## config.mk

```make
export PLATFORM = sky130hd
export DESIGN_NAME = bcd_rtc_counter
export DESIGN_NICKNAME = d
export VERILOG_FILES = /design/src/rtl/bcd_rtc_counter.sv
export SDC_FILE = /design/constraint.sdc
export NUM_CORES = 1
export LEC_CHECK = 0
export BUFFER_PORTS_ARGS = -buffer_cell sky130_fd_sc_hd__buf_2
export CAP_MARGIN = 10
export CORE_ASPECT_RATIO = 0.6
export CORE_MARGIN = 5
export CORE_UTILIZATION = 60
export DETAILED_ROUTE_END_ITERATION = 10
export PLACE_DENSITY = 0.84
export SLEW_MARGIN = 15
export SYNTH_ARGS = -nofsm -noshare
export SYNTH_HDL_FRONTEND = slang
export SYNTH_SLANG_ARGS = --single-unit
```

## constraint.sdc

```tcl
create_clock -name clk -period 6.25 [get_ports clk]
set_clock_uncertainty 0.05 [all_clocks]
set_input_delay 1.25 -clock clk [delete_from_list [all_inputs] [get_ports clk]]
set_output_delay 1.25 -clock clk [all_outputs]
set_load 0.02 [all_outputs]
```

## src/rtl/bcd_rtc_counter.sv

```systemverilog
module bcd_rtc_counter #(
  parameter int PRESCALE = 32768
) (
  input  logic        clk,
  input  logic        rst_n,
  input  logic        tick_en,
  input  logic        wr_en,
  input  logic [2:0]  wr_addr,
  input  logic [7:0]  wr_data,
  output logic [55:0] time_flat,
  output logic        second_tick,
  output logic        sqw_1hz
);
  localparam int CW = (PRESCALE > 2) ? $clog2(PRESCALE) : 1;
  localparam logic [CW-1:0] LAST = CW'(PRESCALE - 1);
  localparam logic [CW-1:0] HALF = CW'(PRESCALE / 2);

  logic [CW-1:0] div_q;
  logic [7:0] sec_q, min_q, hr_q, dow_q, date_q, mon_q, yr_q;
  logic pend_q, tick_q;

  function automatic logic [7:0] binc(input logic [7:0] v);
    binc = (v[3:0] == 4'd9) ? {v[7:4] + 4'd1, 4'd0} : v + 8'd1;
  endfunction

  wire wr_sec = wr_en && (wr_addr == 3'd0);
  wire roll   = tick_en && (div_q == LAST);
  wire step   = (roll || pend_q) && !wr_en;

  assign time_flat   = {yr_q, mon_q, date_q, dow_q, hr_q, min_q, sec_q};
  assign second_tick = tick_q;
  assign sqw_1hz     = (div_q >= HALF);

  logic [7:0] n_sec, n_min, n_hr, n_dow, n_date, n_mon, n_yr, last_day, t8;
  logic c_min, c_hr, c_day, c_mon, c_yr, leap;

  always_comb begin
    c_min = (sec_q == 8'h59);
    n_sec = c_min ? 8'h00 : binc(sec_q);
    c_hr  = c_min && (min_q == 8'h59);
    n_min = c_min ? ((min_q == 8'h59) ? 8'h00 : binc(min_q)) : min_q;
    c_day = 1'b0;
    n_hr  = hr_q;
    t8    = 8'h00;
    if (c_hr) begin
      if (hr_q[6]) begin
        t8 = binc({3'b000, hr_q[4:0]});
        if (hr_q[4:0] == 5'h12)      n_hr = {2'b01, hr_q[5], 5'h01};
        else if (hr_q[4:0] == 5'h11) begin
          n_hr  = {2'b01, !hr_q[5], 5'h12};
          c_day = hr_q[5];
        end
        else                         n_hr = {2'b01, hr_q[5], t8[4:0]};
      end else begin
        t8 = binc({2'b00, hr_q[5:0]});
        if (hr_q[5:0] == 6'h23) begin
          n_hr  = 8'h00;
          c_day = 1'b1;
        end
        else n_hr = {2'b00, t8[5:0]};
      end
    end
    n_dow = c_day ? ((dow_q == 8'h07) ? 8'h01 : dow_q + 8'h01) : dow_q;

    if (yr_q == 8'h00)  leap = !mon_q[7];
    else if (!yr_q[4])  leap = (yr_q[3:0] == 4'd0) || (yr_q[3:0] == 4'd4) || (yr_q[3:0] == 4'd8);
    else                leap = (yr_q[3:0] == 4'd2) || (yr_q[3:0] == 4'd6);

    case (mon_q[4:0])
      5'h02:                      last_day = leap ? 8'h29 : 8'h28;
      5'h04, 5'h06, 5'h09, 5'h11: last_day = 8'h30;
      default:                    last_day = 8'h31;
    endcase

    c_mon  = c_day && (date_q == last_day);
    n_date = c_day ? (c_mon ? 8'h01 : binc(date_q)) : date_q;
    c_yr   = c_mon && (mon_q[4:0] == 5'h12);
    t8     = c_mon ? (c_yr ? 8'h01 : binc({3'b000, mon_q[4:0]})) : {3'b000, mon_q[4:0]};
    n_mon  = {mon_q[7] ^ (c_yr && yr_q == 8'h99), 2'b00, t8[4:0]};
    n_yr   = c_yr ? ((yr_q == 8'h99) ? 8'h00 : binc(yr_q)) : yr_q;
  end

  always_ff @(posedge clk) begin
    if (!rst_n) begin
      div_q  <= '0;
      pend_q <= 1'b0;
      tick_q <= 1'b0;
      sec_q  <= 8'h00;
      min_q  <= 8'h00;
      hr_q   <= 8'h00;
      dow_q  <= 8'h01;
      date_q <= 8'h01;
      mon_q  <= 8'h01;
      yr_q   <= 8'h00;
    end else begin
      if (wr_sec)       div_q <= '0;
      else if (tick_en) div_q <= roll ? '0 : div_q + 1'b1;
      pend_q <= (roll || pend_q) && wr_en && !wr_sec;
      tick_q <= step;
      if (wr_en) begin
        case (wr_addr)
          3'd0: sec_q  <= {1'b0, wr_data[6:0]};
          3'd1: min_q  <= {1'b0, wr_data[6:0]};
          3'd2: hr_q   <= {1'b0, wr_data[6:0]};
          3'd3: dow_q  <= {5'b0, wr_data[2:0]};
          3'd4: date_q <= {2'b0, wr_data[5:0]};
          3'd5: mon_q  <= {wr_data[7], 2'b0, wr_data[4:0]};
          3'd6: yr_q   <= wr_data;
          default: ;
        endcase
      end else if (step) begin
        sec_q  <= n_sec;
        min_q  <= n_min;
        hr_q   <= n_hr;
        dow_q  <= n_dow;
        date_q <= n_date;
        mon_q  <= n_mon;
        yr_q   <= n_yr;
      end
    end
  end

  assert_tick_single_R2: assert property (@(posedge clk) disable iff (!rst_n)
    second_tick |=> !second_tick);

  assert_restart_low_R11: assert property (@(posedge clk) disable iff (!rst_n)
    (wr_en && wr_addr == 3'd0) |=> !sqw_1hz);

  assert_century_flip_R9: assert property (@(posedge clk) disable iff (!rst_n)
    (!$stable(time_flat[47]) && !$past(wr_en)) |-> (time_flat[55:48] == 8'h00 && $past(time_flat[55:48]) == 8'h99));

  assert_hold_between_R12: assert property (@(posedge clk) disable iff (!rst_n)
    (!second_tick && !$past(wr_en)) |-> $stable(time_flat));
endmodule

```

Word-level counts from Yosys, hierarchy flattened
Cells that the tools add are included.

storage, ports and cells
  register bits = 73
  output and inout port bits = 58

cells by class
  add/sub/neg operators = 16
  order comparisons = 1
  eq/ne operators = 40
  mux-type cells = 54
  bitwise operators = 2
  reductions and logical operators = 37

operators by type and width
  operator                                                                  count
  8-bit two-way mux                                                         36
  8-bit by 1-bit adder with 8-bit output (second input constant)            5
  4-bit == test (second input constant)                                     7
  6-bit two-way mux                                                         4
  5-bit == test (second input constant)                                     4
  5-bit two-way mux                                                         4
  3-bit AND reduction                                                       6
  4-bit by 1-bit adder with 4-bit output (second input constant)            4
  8-bit by 7-bit == test with 1-bit output (second input constant)          2
  15-bit by 1-bit adder with 15-bit output (second input constant)          1
  15-bit == test (second input constant)                                    1
  15-bit greater-or-equal comparator (second input constant)                1
  15-bit two-way mux                                                        1
  2-bit by 1-bit inequality test with 1-bit output (second input constant)  7
  2-bit nonzero test                                                        6
  5-bit by 1-bit adder with 5-bit output (second input constant)            2
  5-bit by 3-bit == test with 1-bit output (second input constant)          2
  5-bit one-hot mux with 2 select lines                                     1
  3-bit == test (second input constant)                                     3
  1-bit logical AND                                                         9
  4-bit by 3-bit == test with 1-bit output (second input constant)          2
  8-bit by 3-bit == test with 1-bit output (second input constant)          1
  8-bit == test                                                             1
  8-bit == test (second input constant)                                     1
  other kinds (23)                                                          39

Longest topological paths before layout
  depth after elaboration = 14
  mapped depth = 10
  gate-level depth less buffers = 9

Worst setup path before layout
Ideal clock, no wire load.

  kind = flip-flop to flip-flop
  start = reg min_q[0]
  end = reg yr_q[0]
  setup time = 0.060 ns
  arrival = 3.083 ns
  slack = 3.057 ns
  stages on the path, launching flop included = 10
  buffers on the path = 1
  cells stage by stage = dfxtp_1 ha_1 nand3b_4 or3_4 a2111o_1 or4_4 or4_1 buf_2 a21oi_2 o221a_1

on the way
  word-level cells in the longest chain between the ends = 7

RTL lines
  item                                      RTL line  source
  start, declared                           19        logic [7:0] sec_q, min_q, hr_q, dow_q, date_q, mon_q, yr_q;
  start signal, assigned                    103       3'd1: min_q <= {1'b0, wr_data[6:0]};
  start signal, assigned                    113       min_q <= n_min;
  8-bit by 7-bit == test with 1-bit output  40        c_hr = c_min && (min_q == 8'h59);
  1-bit logical AND                         40
  1-bit two-way mux                         45        if (c_hr) begin
  1-bit logical AND                         75        c_mon = c_day && (date_q == last_day);
  1-bit logical AND                         77        c_yr = c_mon && (mon_q[4:0] == 5'h12);
  2-bit nonzero test (no source line)       n/a
  3-bit AND reduction (no source line)      n/a
  end signal, assigned                      108       3'd6: yr_q <= wr_data;
  end signal, assigned                      118       yr_q <= n_yr;
  end, declared                             19

No other way between the ends.
A chain may end at the register's enable or synchronous reset.

Worst setup path in the final report
  start = in wr_en
  end = reg sec_q[0]

on the way
  word-level cells in the longest chain between the ends = 4
  elaborated cells between the ends (all ways) = 6
  those cells by class = eq/ne: 1; mux: 1; reduce/logical: 4

RTL lines
  item                                  RTL line  source
  start, declared                       7         input logic wr_en,
  1-bit logical NOT                     28        wire step = (roll || pend_q) && !wr_en;
  1-bit logical AND                     28
  2-bit nonzero test (no source line)   n/a
  2-bit AND reduction (no source line)  n/a
  end signal, assigned                  102       3'd0: sec_q <= {1'b0, wr_data[6:0]};
  end signal, assigned                  112       sec_q <= n_sec;
  end, declared                         19

Parallel ways exist; a longest one is shown, timed or not.

==> results list <==
* Vias in the first global route: 4,409
- Dominant synthesized flop cell: sky130_fd_sc_hd__dfxtp_1
- After the first detailed-routing iteration, the DRC count stood at 663.
- From left edge to right edge, the die measures 122.2 um.
* Pre-CTS WS: approximately 2600 ps
- Maximum resistive drop on vdd: 0.1808 mV
* Least-Margin Pin Slew: ~1100 ps
- Number of synthesized register bits: 70
* Initial standard-cell utilization of the core: slightly above 60%
- Cts bufs inserted: 9
- Grouping stages by cell kind, the critical path spends the most delay in buffers and inverters.
- Clock sink count: 70
* Endpoint kind of the worst setup timing path: flip-flop
- Data required time of the critical path: 6470 ps
- Number of primary I/O pins: 73
- Setup total negative slack: 0 ps
- Fraction of layout instances using a drive strength above 1: ~14%
- The pre-antenna-repair detailed-routing pass consisted of 5 iterations.
- Counting the fill cells in the layout gives about 580.
* DIE AREA: 9455 um2
* DR DRC count: 0
* Final Max Tran Viols: 0
- Ys Warns: 0
* N_diodes: 0
* Worst relative slew slack: 27.34%
* Unrepaired setup endpoints after global routing: no
- TritonCTS built the clock tree.
- Clock latency on the worst-skew pair, taken at its later pin, is 340 ps.
* Mean Syn Cell Area: between 7 and 8 um2
- Placer congestion estimate: around 0.96
- Highest fanout seen on the critical path: 39
- Subtracting the final worst setup slack from the clock period gives 3507 ps.
- Setup violations remaining at the end of the flow were counted as 0.
* Clock transition at the register clock pins on the worst setup and hold paths after CTS: 50 ps
- Summing every instance area after synthesis gives 4536 um2.
- Number of max-cap violations: 0
- Kind of path behind the tightest hold check: reg -> reg
- PD cells: 207.7 nW/um2
- Once detail routing completed, the nets flagged for antenna violations numbered 0.
- CTS root buffer: sky130_fd_sc_hd__clkbuf_16
* Crit path launch type: primary input
* Count of buffer and inverter cells on the critical path: 2
- Synthesis-to-layout area growth: 14.04%
* Worst Setup Slack, final: 2743 ps
- Initial antenna violation count: 0
* Number of core rows: 24
- Once the clock tree was built, the resizer swapped 0 gates to a different size.
- The finished cells cover 5172 um2.
* Depth of the CTS H-tree: 3
* Synthesized instance count: 609
* Worst-path cell chain: buf_2 -> inv_1 -> o21ai_1 -> nand2_1 -> o211ai_1 -> o21ai_0 -> nor2_1
- Summing the sequential cell areas from Yosys gives slightly above 30% of the chip area.
- In this run the vertical extent of the chip is 77.35 um.
- Area of the core: 7297 um2
- Half-perimeter wire length of the detailed placement result: slightly below 10,000 um
* Area fraction of the dominant cell type after synthesis: 30.90%
- Hold-fix buffers, CTS: 0
* Total via count after detailed routing: between 4k and 5k
- Cell variety after synth: 64
- Final worst path period share: 56.12%
* Status: finished clean
- Net count, final: between 600 and 700
- Static Leak: approximately 2.0 nW
* Maximum number of pins on one net before global-route repair: 40
- The setup check on the worst reg-to-reg path leaves a slack of 2850 ps.
* Ranking of synthesized cells by area: sky130_fd_sc_hd__dfxtp_1 31%, sky130_fd_sc_hd__nand2_1 5.7%, sky130_fd_sc_hd__nor2_1 5.7%
* Cell accounting for the most synthesized area: sky130_fd_sc_hd__dfxtp_1
- Highest clock rate: between 200 and 300 MHz
- Global-route wire length before repair: between 20,000 and 25,000 um
- Across all hold checks on the routed design, the worst slack comes to 458.3 ps.
- Total Power Consumption: 0.001074 W
- Post-CTS timing repair inserted 0 buffers for setup.
* Routed wire per std cell: ~17 um
- During placement, the flow inserted port buffers numbering slightly below 70.
* Overflow after GRT: 0
- Overall fraction of global-route tracks in use: between 20 and 30%
- The critical path is of the in -> reg type.
- Slowest-stage cell, CP: sky130_fd_sc_hd__o21ai_1
- Total cell area at the placement stage: 4888 um2
- Dividing the detail-routed via count by the number of cells gives 6.353.
- No sink is reached through more buffers than the 2 on the longest clock path.
- For this run, the slowest stage of the critical path takes 590 ps.
- Total count of hold-check failures in the final report: 0
- Share of async-settable or async-resettable flops after synthesis: 0%
- Number of enable flip-flop cells after synthesis: 0
* Arr. time, crit path: 3730 ps
- Total wire length: 13,340 um
-- power breakdown --
| part | leakage (nW) | internal, W | switching (W) |
|---|---|---|---|
| logic | 1.33 | 0.0000346 | 0.0000716 |
| clock network | 0.137 | 0.000308 | 0.000191 |
| registers | 0.566 | 0.000454 | 0.0000157 |
| total | 2.03 | 0.000797 | 0.000278 |
-- cell usage after synthesis, types with 3 or more instances --
cell type / instances
sky130_fd_sc_hd__o21ai_1: 3
sky130_fd_sc_hd__nand2b_1: 9
sky130_fd_sc_hd__nor4b_1: 4
sky130_fd_sc_hd__buf_4: 3
sky130_fd_sc_hd__nand2_1: 69
sky130_fd_sc_hd__xnor2_1: 11
sky130_fd_sc_hd__a211oi_1: 8
sky130_fd_sc_hd__clkbuf_1: 29
sky130_fd_sc_hd__o32ai_1: 3
sky130_fd_sc_hd__nor2b_1: 9
sky130_fd_sc_hd__nand3_1: 30
sky130_fd_sc_hd__o21ai_0: 46
sky130_fd_sc_hd__a21boi_0: 3
sky130_fd_sc_hd__mux2i_1: 6
sky130_fd_sc_hd__a311oi_1: 5
sky130_fd_sc_hd__xor2_1: 13
sky130_fd_sc_hd__o211ai_1: 9
sky130_fd_sc_hd__a22oi_1: 4
sky130_fd_sc_hd__ha_1: 18
sky130_fd_sc_hd__dfxtp_1: 70
sky130_fd_sc_hd__nand4_1: 14
sky130_fd_sc_hd__and3_1: 8
sky130_fd_sc_hd__nor2_1: 69
sky130_fd_sc_hd__a21o_1: 3
sky130_fd_sc_hd__a21oi_1: 40
sky130_fd_sc_hd__and2_1: 6
sky130_fd_sc_hd__a41o_1: 3
sky130_fd_sc_hd__o31ai_1: 7
sky130_fd_sc_hd__a41oi_1: 5
sky130_fd_sc_hd__o21a_1: 6
sky130_fd_sc_hd__inv_1: 27
sky130_fd_sc_hd__nor4_1: 5
sky130_fd_sc_hd__nor3b_1: 6
sky130_fd_sc_hd__a31oi_1: 12
sky130_fd_sc_hd__nor3_1: 8
-- cells by family after synthesis --
group | synth area share [%]
other cells | 0.08268
simple gates | 26.59
flops | 30.90
buf+inv | 5.434
compound gates | 25.82
fa+ha+maj | 4.966
xor+xnor | 4.634
mux | 1.572
-- final timing paths --
| kind | startpoint | end | depth (start not counted) |
|---|---|---|---|
| worst max-delay path | wr_en | sec_q[0]$_SDFFE_PN0P_ | 7 |
| worst min-delay path | div_q[1]$_SDFFE_PP0P_ | div_q[1]$_SDFFE_PP0P_ | 2 |
| worst max register to register | sec_q[0]$_SDFFE_PN0P_ | yr_q[0]$_SDFFE_PN0P_ | 8 |
| worst min register to register | div_q[1]$_SDFFE_PP0P_ | div_q[1]$_SDFFE_PP0P_ | 2 |
-- worst min-delay path: stages, from the launching register on --
cell and delay [ps]:
sky130_fd_sc_hd__dfxtp_1 330, sky130_fd_sc_hd__nand2b_1 80, sky130_fd_sc_hd__a21oi_1 50
-- layer usage --
metal | track usage, % | up-vias | routed length [um]
met5 | 0 | - | 0
met4 | 7.709 | 0 | 149
met3 | 8.648 | 18 | 1712
met2 | 41.92 | 318 | 5708
met1 | 39.23 | 2233 | 5771
li1 | - | 2304 | -
-- cells in the final DEF (no fill, tap or decap), types with 4 or more instances in the layout --
cell type / n
sky130_fd_sc_hd__a211oi_1: 8
sky130_fd_sc_hd__o21ai_1: 4
sky130_fd_sc_hd__xor2_1: 13
sky130_fd_sc_hd__a41oi_1: 5
sky130_fd_sc_hd__mux2i_1: 6
sky130_fd_sc_hd__o21a_1: 6
sky130_fd_sc_hd__buf_2: 69
sky130_fd_sc_hd__nor2_1: 69
sky130_fd_sc_hd__nor3_1: 8
sky130_fd_sc_hd__o211ai_1: 9
sky130_fd_sc_hd__ha_1: 18
sky130_fd_sc_hd__a21oi_1: 40
sky130_fd_sc_hd__nand2_1: 69
sky130_fd_sc_hd__nand2b_1: 9
sky130_fd_sc_hd__inv_1: 27
sky130_fd_sc_hd__dfxtp_1: 70
sky130_fd_sc_hd__nand4_1: 14
sky130_fd_sc_hd__nor3b_1: 6
sky130_fd_sc_hd__nor4b_1: 4
sky130_fd_sc_hd__a31oi_1: 12
sky130_fd_sc_hd__o31ai_1: 7
sky130_fd_sc_hd__and2_1: 6
sky130_fd_sc_hd__o21ai_0: 45
sky130_fd_sc_hd__clkbuf_16: 9
sky130_fd_sc_hd__a22oi_1: 4
sky130_fd_sc_hd__xnor2_1: 11
sky130_fd_sc_hd__nor2b_1: 9
sky130_fd_sc_hd__a311oi_1: 5
sky130_fd_sc_hd__nor4_1: 5
sky130_fd_sc_hd__nand3_1: 30
sky130_fd_sc_hd__and3_1: 8
-- flip-flops by register name (all words and copies together) (netlist names) --
name and count:
hr_q 7, div_q 15, mon_q 6, dow_q 8
yr_q 8, pend_q 1, sec_q 8, second_tick 1
date_q 8, min_q 8
-- per-stage QoR --
stage / util (%) / cells
after global routing: 70.88 / 767
after floorplan: - / 611
after global placement: 66.99 / 751
after CTS: 70.88 / 767
after detailed placement: 66.99 / 751
final: 70.88 / 767
-- area by class of cell --
class                      instances  area, um2  share of cell area [%]
timing repair buffer              71      360.3                   6.967
clock buffer                      12      236.5                   4.572
clock inverter                     4      47.55                  0.9192
tap                              104      130.1                   2.516
inverter                          27      101.3                   1.959
sequential                        70       1401                   27.09
multi-input combinational        479       2895                   55.97
No activity file was read; power rests on OpenSTA's default activity.
